### config.mk
export PLATFORM = sky130hd
export DESIGN_NAME = ccd_hreadout_seq
export DESIGN_NICKNAME = d
export VERILOG_FILES = /design/src/rtl/ccd_hseq_pkg.sv /design/src/rtl/ccd_slot_decode.sv /design/src/rtl/ccd_line_ctr.sv /design/src/rtl/ccd_hreadout_seq.sv
export SDC_FILE = /design/constraint.sdc
export NUM_CORES = 1
export LEC_CHECK = 0
export ABC_AREA = 1
export BUFFER_PORTS_ARGS = -buffer_cell sky130_fd_sc_hd__buf_2
export CAP_MARGIN = 5
export CORE_ASPECT_RATIO = 2
export CORE_MARGIN = 10
export CORE_UTILIZATION = 35
export CTS_CLUSTER_DIAMETER = 80
export DETAILED_ROUTE_END_ITERATION = 12
export PLACE_DENSITY = 0.54
export SYNTH_ARGS = -nofsm -noshare
export SYNTH_HDL_FRONTEND = slang
export SYNTH_SLANG_ARGS = --single-unit
### constraint.sdc
create_clock -name clk -period 3.4 [get_ports clk]
set_input_delay 0.34 -clock clk [delete_from_list [all_inputs] [get_ports clk]]
set_output_delay 0.34 -clock clk [all_outputs]
set_load 0.01 [all_outputs]
### src/rtl/ccd_hseq_pkg.sv
package ccd_hseq_pkg;
    typedef enum logic [1:0] {
        ST_BLANK  = 2'd0,
        ST_ABURST = 2'd1,
        ST_XFER   = 2'd2,
        ST_SHIFT  = 2'd3
    } hstate_t;

    typedef enum logic [1:0] {
        RGN_NONE  = 2'd0,
        RGN_DUMMY = 2'd1,
        RGN_IMAGE = 2'd2,
        RGN_DARK  = 2'd3
    } region_t;
endpackage

### src/rtl/ccd_slot_decode.sv
module ccd_slot_decode (
    input  logic       en,
    input  logic [1:0] slot,
    output logic [2:0] srg,
    output logic [2:0] clamp,
    output logic [2:0] sample
);
    for (genvar c = 0; c < 3; c++) begin : g_ch
        assign srg[c]    = en && (slot == 2'(c));
        assign clamp[c]  = en && (slot == 2'((c + 1) % 3));
        assign sample[c] = en && (slot == 2'((c + 2) % 3));
    end
endmodule

### src/rtl/ccd_line_ctr.sv
module ccd_line_ctr #(
    parameter int LINES      = 488,
    parameter int DARK_LINES = 2,
    parameter int LW         = $clog2(LINES)
) (
    input  logic          clk,
    input  logic          rst_n,
    input  logic          adv,
    output logic [LW-1:0] line_num,
    output logic          dark_line
);
    always_ff @(posedge clk) begin
        if (!rst_n)
            line_num <= '0;
        else if (adv)
            line_num <= (line_num == LW'(LINES - 1)) ? '0 : line_num + 1'b1;
    end

    assign dark_line = (line_num >= LW'(LINES - DARK_LINES));
endmodule

### src/rtl/ccd_hreadout_seq.sv
module ccd_hreadout_seq
    import ccd_hseq_pkg::*;
#(
    parameter int DUMMY_N    = 12,
    parameter int IMAGE_N    = 378,
    parameter int DARK_N     = 8,
    parameter int LINES      = 488,
    parameter int DARK_LINES = 2,
    parameter int AB_PULSES  = 4,
    parameter int AB_WIDTH   = 2,
    parameter int TG_LEN     = 6,
    localparam int LW        = $clog2(LINES)
) (
    input  logic          clk,
    input  logic          rst_n,
    input  logic          line_start,
    output logic          tg,
    output logic          abg,
    output logic [2:0]    srg,
    output logic [2:0]    clamp,
    output logic [2:0]    sample,
    output logic [1:0]    region,
    output logic          dark_col,
    output logic [LW-1:0] line_num,
    output logic          dark_line
);
    localparam int ELEM_N = DUMMY_N + IMAGE_N + DARK_N;
    localparam int EW     = $clog2(ELEM_N);
    localparam int AB_PER = 2 * AB_WIDTH;
    localparam int CMAX   = (AB_PER > TG_LEN) ? AB_PER : TG_LEN;
    localparam int CW     = $clog2(CMAX + 1);
    localparam int PW     = $clog2(AB_PULSES + 1);

    hstate_t       st, st_n;
    logic [CW-1:0] cnt, cnt_n;
    logic [PW-1:0] pul, pul_n;
    logic [1:0]    ph, ph_n;
    logic [EW-1:0] el, el_n;
    logic          line_done;
    region_t       rgn;

    // next-state and counter logic
    always_comb begin
        st_n      = st;
        cnt_n     = cnt;
        pul_n     = pul;
        ph_n      = ph;
        el_n      = el;
        line_done = 1'b0;
        unique case (st)
            ST_BLANK: begin
                if (line_start) begin
                    st_n  = ST_ABURST;
                    cnt_n = '0;
                    pul_n = '0;
                end
            end
            ST_ABURST: begin
                if (cnt == CW'(AB_PER - 1)) begin
                    cnt_n = '0;
                    if (pul == PW'(AB_PULSES - 1))
                        st_n = ST_XFER;
                    else
                        pul_n = pul + 1'b1;
                end else begin
                    cnt_n = cnt + 1'b1;
                end
            end
            ST_XFER: begin
                if (cnt == CW'(TG_LEN - 1)) begin
                    st_n  = ST_SHIFT;
                    cnt_n = '0;
                    ph_n  = 2'd0;
                    el_n  = '0;
                end else begin
                    cnt_n = cnt + 1'b1;
                end
            end
            ST_SHIFT: begin
                if (ph == 2'd2) begin
                    ph_n = 2'd0;
                    if (el == EW'(ELEM_N - 1)) begin
                        st_n      = ST_BLANK;
                        line_done = 1'b1;
                    end else begin
                        el_n = el + 1'b1;
                    end
                end else begin
                    ph_n = ph + 1'b1;
                end
            end
        endcase
    end

    // state register
    always_ff @(posedge clk) begin
        if (!rst_n) begin
            st  <= ST_BLANK;
            cnt <= '0;
            pul <= '0;
            ph  <= 2'd0;
            el  <= '0;
        end else begin
            st  <= st_n;
            cnt <= cnt_n;
            pul <= pul_n;
            ph  <= ph_n;
            el  <= el_n;
        end
    end

    // outputs decoded from the registered state
    always_comb begin
        tg  = 1'b0;
        abg = 1'b0;
        rgn = RGN_NONE;
        unique case (st)
            ST_BLANK:  ;
            ST_ABURST: abg = (cnt < CW'(AB_WIDTH));
            ST_XFER:   tg = 1'b1;
            ST_SHIFT: begin
                if (el < EW'(DUMMY_N))
                    rgn = RGN_DUMMY;
                else if (el < EW'(DUMMY_N + IMAGE_N))
                    rgn = RGN_IMAGE;
                else
                    rgn = RGN_DARK;
            end
        endcase
        region   = rgn;
        dark_col = (rgn == RGN_DARK);
    end

    ccd_slot_decode u_slot (
        .en     (st == ST_SHIFT),
        .slot   (ph),
        .srg    (srg),
        .clamp  (clamp),
        .sample (sample)
    );

    ccd_line_ctr #(
        .LINES      (LINES),
        .DARK_LINES (DARK_LINES),
        .LW         (LW)
    ) u_line (
        .clk       (clk),
        .rst_n     (rst_n),
        .adv       (line_done),
        .line_num  (line_num),
        .dark_line (dark_line)
    );
endmodule

[Word level (Yosys, flattened, before mapping)]
Index checks and enable logic that the tools add are counted.
Storage, ports and cells
  bits in registers: 28
  input bits: 3
  output and inout bits: 24
  word-level logic and storage cells: 77
Operators by class
  add/subtract/negate cells: 5
  $lt $le $gt $ge: 4
  eq/ne operators: 19
  mux-type cells: 30
  reductions and logical operators: 13
Operators by type and width (count)
  2-to-1 mux 9 bit: 4
  2-to-1 mux 2 bit: 10
  adder 9 x 1 -> 9 bit (second input constant): 2
  equality test 9 bit (second input constant): 2
  case mux 9 bit (2 select lines): 1
  != test 2 bit (second input constant): 8
  2-to-1 mux 3 bit: 5
  greater-or-equal comparator 9 bit (second input constant): 1
  < comparator 9 x 4 -> 1 bit (second input constant): 1
  < comparator 9 bit (second input constant): 1
  case mux 3 bit (3 select lines): 1
  equality test 2 bit (second input constant): 4
  case mux 2 bit (4 select lines): 1
  AND reduction 4 bit: 2
  adder 3 x 1 -> 3 bit (second input constant): 2
  equality test 3 x 2 -> 1 bit (second input constant): 2
  2-to-1 mux 1 bit: 6
  case mux 3 bit (2 select lines): 1
  AND reduction 6 bit: 1
  equality test 2 x 1 -> 1 bit (second input constant): 2
  logical NOT 2 bit: 2
  case mux 2 bit (2 select lines): 1
  AND reduction 2 bit: 2
  nonzero test 2 bit: 2
  5 further kinds: 7

[Longest topological paths before layout]
Gate-level depths: netlist (run 1).
  depth after elaboration: 5
  depth in mapped cells: 10
  gate-level depth less buffers: 10

[By module]
A second synthesis (run 1) with hierarchy kept.
Second synthesis, totals
  cell total of the unflattened synthesis: 289
  area total of the unflattened synthesis: 1933.1 µm²
By module, submodules not included
  ccd_hreadout_seq: times used 1, cells each 198, area each 1337.5 µm², sequential area each 380.4 µm²
  ccd_line_ctr: times used 1, cells each 78, area each 524.3 µm², sequential area each 180.2 µm²
  ccd_slot_decode: times used 1, cells each 13, area each 71.3 µm², sequential area each 0.0 µm²

[Worst setup path before layout (run 1)]
OpenSTA, ideal clock, no wires.
  path type: register to output
  from: register st[0]
  to: output sample[1]
  arrival time: 1330 ps
  data required time: 3060 ps
  setup slack: 1730 ps
  stages on the path, launching flop included: 6
  path buffers: 2
  cell sequence: dfxtp_1 -> ha_1 -> buf_6 -> inv_4 -> nor3_1 -> buf_4
On the way
  cells in the longest elaborated chain, start to end: 2
RTL lines
  start, declared: RTL line ccd_hreadout_seq.sv:34  | hstate_t st, st_n;
  start signal, assigned: RTL line ccd_hreadout_seq.sv:104  | st <= st_n;
  equality test 2 bit: RTL line ccd_hreadout_seq.sv:135  | .en (st == ST_SHIFT),
  logical AND 1 bit
  end, declared: RTL line ccd_hreadout_seq.sv:21  | output logic [2:0] sample,
No other way between the ends.

[Worst setup path in the final report (run 1)]
  from: register st[0]
  to: output srg[0]
On the way
  cells in the longest elaborated chain, start to end: 2
RTL lines
  equality test 2 bit: RTL line ccd_hreadout_seq.sv:135
  logical AND 1 bit: RTL line ccd_slot_decode.sv:9  | assign srg[c] = en && (slot == 2'(c));
  end, declared: RTL line ccd_hreadout_seq.sv:19  | output logic [2:0] srg,
No other way between the ends.

==> impl_metrics.toml, run 1 <==
[clocking]
htreeDepth = 1
cts_buffers = 3
post_cts_buffers = 0
clock_latency_ns = 0.28
cts_buffer_depth = 2
ctsRootBufferMaster = "clkbuf_8"
cts_resized = 0
cts_hold_buf = 0
path_clk_slew_ns = 0.10
cts_tree = "done"
cts_sinks = 28

[power_and_ir_drop]
clkPwrFrac = 0.223
p_int_w = 0.000590
seq_power_share = 0.404
power_switching_w = 0.000386
ir_drop_mv = 0.281
p_leak_nw = 0.998
combPwrFrac = 0.374
totalPowerFinal_w = 0.000976
switching_share = 0.395
p_per_area_nw_per_um2 = 452

[synth]
syn_inst = 301
syn_area_sq_um = 1960
ys_ff_latch = 28
syn_area_per_cell_sq_um = 6.53
syn_nets = 320
ys.warnings.count = 0
yosysSeqAreaShare = 0.285
ys_types = 30

[setup_path]
path_max_fanout = 9
cp-start-kind = "flip-flop"
path_cells = "ha_1 -> inv_4 -> nor3_1 -> buf_2"
crit_slowest_cell = "ha_1"
crit_arrival_ns = 1.76
crit_type = "flip-flop to primary output"
cp_data_required_time_ns = 3.06
end_kind = "primary output"
timing.rr.start = "st[0]$_SDFFE_PN0P_"
r2r_setup_slack_ns = 1.62
cp-startpoint = "st[0]$_SDFFE_PN0P_"
crit_path_max_incr_delay_ns = 0.45

[timing]
max_slew.worst_pin.slew_ns = 0.531
fin_crit_sh = 0.619
slew_violations = 0
slew_headroom = 0.646
min_period_ns = 2.10
finalSetupViolations = 0
timing_hold_violations_final = 0
holdWs_ns = 0.368
rsz0062_at_grt = "false"
tns_ns = 0
fin_skew_ns = 0.00422
fmax_ghz = 0.475

[final_layout]
syn2layout_area_growth_pct = 9.94
fillers = 623
antenna-diode-count = 0
final_common_cell = "nand2_1"
final_cell_mix = "nand2_1 (77), inv_1 (44), nor2_1 (40), dfxtp_1 (28), buf_2 (26)"
post_layout_nonfiller_instances = 382
drive_above_1_share = 0.161
fin_nets = 342

[flow_run]
drv_cap = 0

[floorplan]
die_h_microns = 126
io_pins = 27
placementRows = 38
core_sq_um = 5420
die-area_sq_um = 9190
die_w_microns = 73.0
start_util = 0.362

[drt]
avgRoutedWirePerCell_microns = 13.2
wl_mm = 5.05
vias_per_cell = 4.95
drtIter0Drc = 74
num_vias = 1890
drt-pass1-iter-count = 4
ant_nets = 0
drc = 0

[global_routing]
overflow = 0
first_global_vias = 1823
grt_antenna_before_repair = 0
grt_usage = 0.112
grt_max_degree = 16
grt_pass1_wl_mm = 8.36

[min_path]
hp-start = "rst_n"
hold_path_class = "input port to flip-flop"

[placement]
hpwl_mm = 4.17
port_buffers = 26
gp_congestion = 0.930
dp.cells = 378

[outcome]
status = "complete, no violations"
[power by group through the flow]
stage | clock network, W | registers (W) | logic [W]
finish | 0.000217 | 0.000394 | 0.000365
global route | 0.000237 | 0.000399 | 0.000420
CTS | 0.000222 | 0.000395 | 0.000371
detailed placement | 0 | 0.000403 | 0.000369
global placement | 0 | 0.000400 | 0.000366
floorplan | 0 | 0.000394 | 0.000290
[path summary, 6_finish.rpt]
path / end / cells past startpoint
min reg2reg: ph[1]$_SDFFE_PN0P_ / 2
max reg2reg: u_line.line_num[1]$_SDFFE_PN0P_ / 8
max: srg[0] / 4
min: st[0]$_SDFFE_PN0P_ / 3
[synthesized netlist by cell type, drive strengths merged]
master | n | area share
or2 | 1 | 0.0032
clkbuf | 1 | 0.0019
ha | 16 | 0.10
o211a | 1 | 0.0051
inv | 47 | 0.091
nor2 | 48 | 0.11
nand2 | 82 | 0.17
nor3 | 5 | 0.013
dfxtp | 28 | 0.29
o21ai | 15 | 0.038
buf | 8 | 0.031
o22ai | 1 | 0.0032
nand4 | 8 | 0.025
clkinv | 1 | 0.0025
nand3 | 17 | 0.059
a211oi | 2 | 0.0076
a21oi | 19 | 0.050
nand3b | 1 | 0.0038
[cell type report]
type,instances,area [sq um],area share
flip-flops and latches,28,561,0.260
repair buffers,26,130,0.0603
well taps,60,75.1,0.0348
inverters,48,184,0.0852
clock buffers,4,55.1,0.0255
multi-input cells,216,1150,0.535
[logic make-up after synthesis]
group	after synthesis	synth area share
AOI/OAI and AO/OA	38	0.104
DFF	28	0.285
and+or+nand+nor	162	0.382
buffers and inverters	57	0.127
adders and majority gates	16	0.102
[metal layers]
metal / track usage / wire length, microns / vias to the layer above / part of all wire
met4: 0.0596 / 191 / 0 / 0.038
met5: 0 / 0 / - / 0
met1: 0.105 / 1820 / 851 / 0.36
met2: 0.211 / 2840 / 38 / 0.56
met3: 0.0212 / 201 / 15 / 0.040
li1: - / - / 986 / -
[flip-flops by register name, summed over array words and instances (netlist names)]
| signal | cells |
|---|---|
| u_line.line_num | 9 |
| el | 9 |
| pul | 3 |
| cnt | 3 |
| st | 2 |
| ph | 2 |
[critical path, delay by kind of cell, from the launching register on]
| family | cells | cell delay, ns |
|---|---|---|
| adders and majority gates | 1 | 0.45 |
| buffers and inverters | 2 | 0.31 |
| DFF | 1 | 0.40 |
| and+or+nand+nor | 1 | 0.32 |
[stage by stage]
stage                     setup slack (ns)  instance area [sq um]   util
after global routing                  1.12                   2160  0.398
after global placement                1.62                   2100  0.388
after CTS                             1.26                   2160  0.398
final                                 1.30                   2160  0.398
after detailed placement              1.58                   2100  0.388
after floorplan                       1.73                   1960      -
(Power assumes the default switching activity.)
==> run 2: changes to the inputs <==
PLACE_DENSITY = 0.56   (was 0.54)
clock period = 1.9 ns   (was 3.4 ns; I/O delays follow)
==> run 2 against run 1 <==
Clock skew is 0.0010 ns higher. Die area stayed put. Clock-buffer cell count stayed put. Largest cell class unchanged. Flip-flop and latch count stayed put. Total power is 80% higher. Global-route usage is 0.16 points higher.
==> impl_metrics.toml, run 2 (synthesis results as in run 1) <==
[clocking]
htreeDepth = 1
cts_resized = 0
path_clk_slew_ns = 0.10
ctsRootBufferMaster = "clkbuf_8"
cts_sinks = 28
post_cts_buffers = 0
cts_buffers = 3
clock_latency_ns = 0.29
cts_tree = "done"
cts_hold_buf = 0
cts_buffer_depth = 2

[timing]
tns_ns = 0
fmax_ghz = 0.584
rsz0062_at_grt = "false"
timing_hold_violations_final = 0
fin_ws_ns = 0.189
slew_violations = 0
fin_skew_ns = 0.00525
min_period_ns = 1.71
finalSetupViolations = 0
fin_crit_sh = 0.901
max_slew.worst_pin.slew_ns = 0.492
slew_headroom = 0.672

[placement]
gp_congestion = 0.899
hpwl_mm = 4.17
port_buffers = 26
place_ws_ns = 0.212
placed_cell_area_sq_um = 2110

[flow_run]
drv_cap = 0

[setup_path]
critPathBufInv = 2
cp-start-kind = "flip-flop"
path_cells = "ha_1 -> inv_4 -> nor3_1 -> buf_2"
crit_slowest_cell = "dfxtp_1"
crit_type = "flip-flop to primary output"
crit_arrival_ns = 1.52
r2r_setup_slack_ns = 0.21
crit_path_max_incr_delay_ns = 0.40
cp_data_required_time_ns = 1.71
end_kind = "primary output"
path_max_fanout = 6
cp_top_family = "flip-flops"

[drt]
wl_met3_microns = 149
num_vias = 1877
drt-pass1-iter-count = 4
wl_mm = 5.03
drtIter0Drc = 87
vias_per_cell = 4.90
drc = 0
ant_nets = 0
wl_met1_mm = 1.80
wl_met2_mm = 2.92
avgRoutedWirePerCell_microns = 13.1
top_layer = "met4"

[power_and_ir_drop]
p_per_area_nw_per_um2 = 808
p_leak_nw = 1.00
switching_share = 0.394
clkPwrFrac = 0.224
totalPowerFinal_w = 0.00175
seq_power_share = 0.402
p_int_w = 0.00106
ir_drop_mv = 0.449
power_switching_w = 0.000690
combPwrFrac = 0.374

[global_routing]
grt_max_degree = 16
grt_usage = 0.113
grt_antenna_before_repair = 0
grt_pass1_wl_mm = 8.43
first_global_vias = 1871
overflow = 0

[final_layout]
top_regs = "el x9, u_line.line_num x9"
final_common_cell = "nand2_1"
final_cell_mix = "nand2_1 (77), inv_1 (44), nor2_1 (40), dfxtp_1 (28), buf_2 (26)"
fillers = 623
drive_above_1_share = 0.164
fin_nets = 343
antenna-diode-count = 0
finalInstanceArea_sq_um = 2170
syn2layout_area_growth_pct = 10.3

[floorplan]
placementRows = 38
core_sq_um = 5420
io_pins = 27
die_h_microns = 126
die-area_sq_um = 9190
die_w_microns = 73.0
start_util = 0.362

[outcome]
status = "complete, no violations"

[min_path]
hold_path_class = "input port to flip-flop"
[run 2: cell types whose count changed in the layout (fill, tap and decap cells not counted)]
| cell | previous run | this run |
|---|---|---|
| buf_4 | 0 | 1 |
[run 2: worst reg2reg max path: cells and delay by family (launching register included)]
kind	cells	cell delay, ns
compound gates	1	0.16
buf+inv	1	0.10
fa+ha+maj	1	0.28
flops	1	0.40
simple gates	5	0.65
[run 2: layout make-up]
class / count / area [sq um] / area share
Tap cell: 60 / 75.1 / 0.0346
Inverter: 48 / 184 / 0.0849
Sequential cell: 28 / 561 / 0.259
Multi-Input combinational cell: 216 / 1150 / 0.533
Clock buffer: 4 / 55.1 / 0.0254
Timing Repair Buffer: 27 / 138 / 0.0635
[run 2: per-layer routing]
layer	vias to the layer above	global-route usage
li1	986	-
met1	855	0.0977
met2	25	0.223
met3	11	0.0189
met4	0	0.0663
met5	-	0
[run 2: power groups by stage]
| stage | Clock, W | Combinational (W) | Sequential, W |
|---|---|---|---|
| finish | 0.000392 | 0.000655 | 0.000705 |
| global route | 0.000429 | 0.000744 | 0.000716 |
| CTS | 0.000407 | 0.000665 | 0.000705 |
| detailed placement | 0 | 0.000663 | 0.000719 |
| global placement | 0 | 0.000666 | 0.000718 |
| floorplan | 0 | 0.000519 | 0.000706 |
[run 2: path summary, 6_finish.rpt]
path,cells after the start,start,to
worst min-delay path,3,rst_n,st[1]$_SDFFE_PN0P_
worst min register to register,2,ph[1]$_SDFFE_PN0P_,ph[1]$_SDFFE_PN0P_
worst max register to register,8,st[0]$_SDFFE_PN0P_,el[6]$_SDFFE_PN0P_
worst max-delay path,4,st[0]$_SDFFE_PN0P_,sample[2]
[run 2: stage by stage]
step / util / hold slack, ns / cells
global placement: 0.390 / 0.472 / 379
finish: 0.400 / 0.217 / 383
CTS: 0.400 / 0.207 / 383
detailed placement: 0.390 / 0.469 / 379
global route: 0.400 / 0.218 / 383
floorplan: - / 0.451 / 301
==> run 3: changes to the inputs <==
RECOVER_POWER = 100   (was unset)
==> run 3 against run 2 <==
Clock-buffer cell count stayed put. Hold slack about the same. Worst setup slack worse by 0.040 ns. Maximum frequency is 2.3% lower. Final cell count unchanged. Non-clock buffer count stayed put. Utilization fell by 0.65 points.
==> impl_metrics.toml, run 3 (synthesis results as in run 1) <==
[global_routing]
grt_max_degree = 16
grt_pass1_wl_mm = 8.43
first_global_vias = 1871
grt_antenna_before_repair = 0
grt_usage = 0.113
overflow = 0

[placement]
port_buffers = 26
hpwl_mm = 4.17
gp_congestion = 0.899
dp.cells = 379
placed_cell_area_sq_um = 2110

[power_and_ir_drop]
ir_drop_mv = 0.442
p_per_area_nw_per_um2 = 815
p_leak_nw = 0.900

[timing]
max_slew.worst_pin.slew_ns = 0.490
finalSetupViolations = 0
timing_hold_violations_final = 0
fin_crit_sh = 0.921
slew_violations = 0
slew_headroom = 0.673
tns_ns = 0
holdWs_ns = 0.217
fin_skew_ns = 0.00475
fmax_ghz = 0.571
min_period_ns = 1.75
rsz0062_at_grt = "false"

[setup_path]
cp_top_family = "simple AND/OR/NAND/NOR gates"
crit_arrival_ns = 1.94
crit_type = "flip-flop to flip-flop"
cp.depth = 8
crit_slowest_cell = "dfxtp_1"
r2r_setup_slack_ns = 0.15
reg2reg_depth = 8
cp-start-kind = "flip-flop"
critPathBufInv = 2
critPathMostFrequentCell = "nor2_2"
cp_data_required_time_ns = 2.09
path_max_fanout = 7
path_cells = "ha_1 -> inv_4 -> nor2_2 -> nand3_4 -> nor2_2 -> nor2_2 -> inv_1 -> nor2_1"
end_kind = "flip-flop"
crit_path_max_incr_delay_ns = 0.40

[floorplan]
die-area_sq_um = 9190
core_sq_um = 5420
die_h_microns = 126
die_w_microns = 73.0
placementRows = 38
io_pins = 27
start_util = 0.362

[drt]
ant_nets = 0
num_vias = 1881
avgRoutedWirePerCell_microns = 13.2
drt-pass1-iter-count = 4
wl_met3_microns = 167
top_layer = "met4"
drc = 0
drtIter0Drc = 87
wl_mm = 5.05
wl_met2_mm = 2.92
vias_per_cell = 4.91
wl_met1_mm = 1.80

[final_layout]
post_layout_nonfiller_instances = 383
top_regs = "el x9, u_line.line_num x9"
finalInstanceArea_sq_um = 2130
fin_nets = 343
final_common_cell = "nand2_1"
antenna-diode-count = 0
final_util = 0.393
drive_above_1_share = 0.0867
syn2layout_area_growth_pct = 8.53
final_cell_mix = "nand2_1 (77), inv_1 (45), nor2_1 (40), dfxtp_1 (28), clkbuf_1 (24)"

[clocking]
cts_sinks = 28
cts_buffers = 3
path_clk_slew_ns = 0.10
cts_tree = "done"
cts_hold_buf = 0
htreeDepth = 1
post_cts_buffers = 0
clock_latency_ns = 0.29
cts_resized = 0
ctsRootBufferMaster = "clkbuf_8"
cts_buffer_depth = 2

[outcome]
status = "complete, no violations"

[min_path]
hold_path_class = "input port to flip-flop"
hold_depth = 3

[flow_run]
drv_cap = 0
==> run 3: power breakdown <==
group | total (W) | switching [W] | internal, W | leakage [nW]
sequential | 0.000705 | 0.0000517 | 0.000653 | 0.227
combinational | 0.000642 | 0.000428 | 0.000215 | 0.644
clock | 0.000392 | 0.000205 | 0.000187 | 0.0288
==> run 3: final cells by class <==
cell class	instances	area, sq um
Timing Repair Buffer	27	108
Sequential cell	28	561
Multi-Input combinational cell	216	1150
Fill cell	639	3290
Inverter	48	184
Tap cell	60	75.1
Clock buffer	4	55.1
==> run 3: per-layer routing <==
metal / global-route usage / up-vias
met5: 0 / -
met4: 0.0663 / 0
met3: 0.0189 / 10
met2: 0.223 / 29
met1: 0.0977 / 857
li1: - / 985
==> run 3: through the flow <==
stage / worst slack (ns) / power, W
finish: 0.149 / 0.00174
global route: 0.0376 / 0.00188
CTS: 0.157 / 0.00178
detailed placement: 0.212 / 0.00138
global placement: 0.254 / 0.00138
floorplan: 0.380 / 0.00123
==> run 3: path summary, 6_finish.rpt <==
check / start / to
worst max-delay path: st[0]$_SDFFE_PN0P_ / u_line.line_num[1]$_SDFFE_PN0P_
worst min-delay path: rst_n / st[1]$_SDFFE_PN0P_
worst max register to register: st[0]$_SDFFE_PN0P_ / u_line.line_num[1]$_SDFFE_PN0P_
worst min register to register: ph[1]$_SDFFE_PN0P_ / ph[1]$_SDFFE_PN0P_
==> run 3: tightest hold or removal path: stages <==
cell and delay, ns:
buf_2 0.16, nand2_1 0.08, nor2_1 0.03
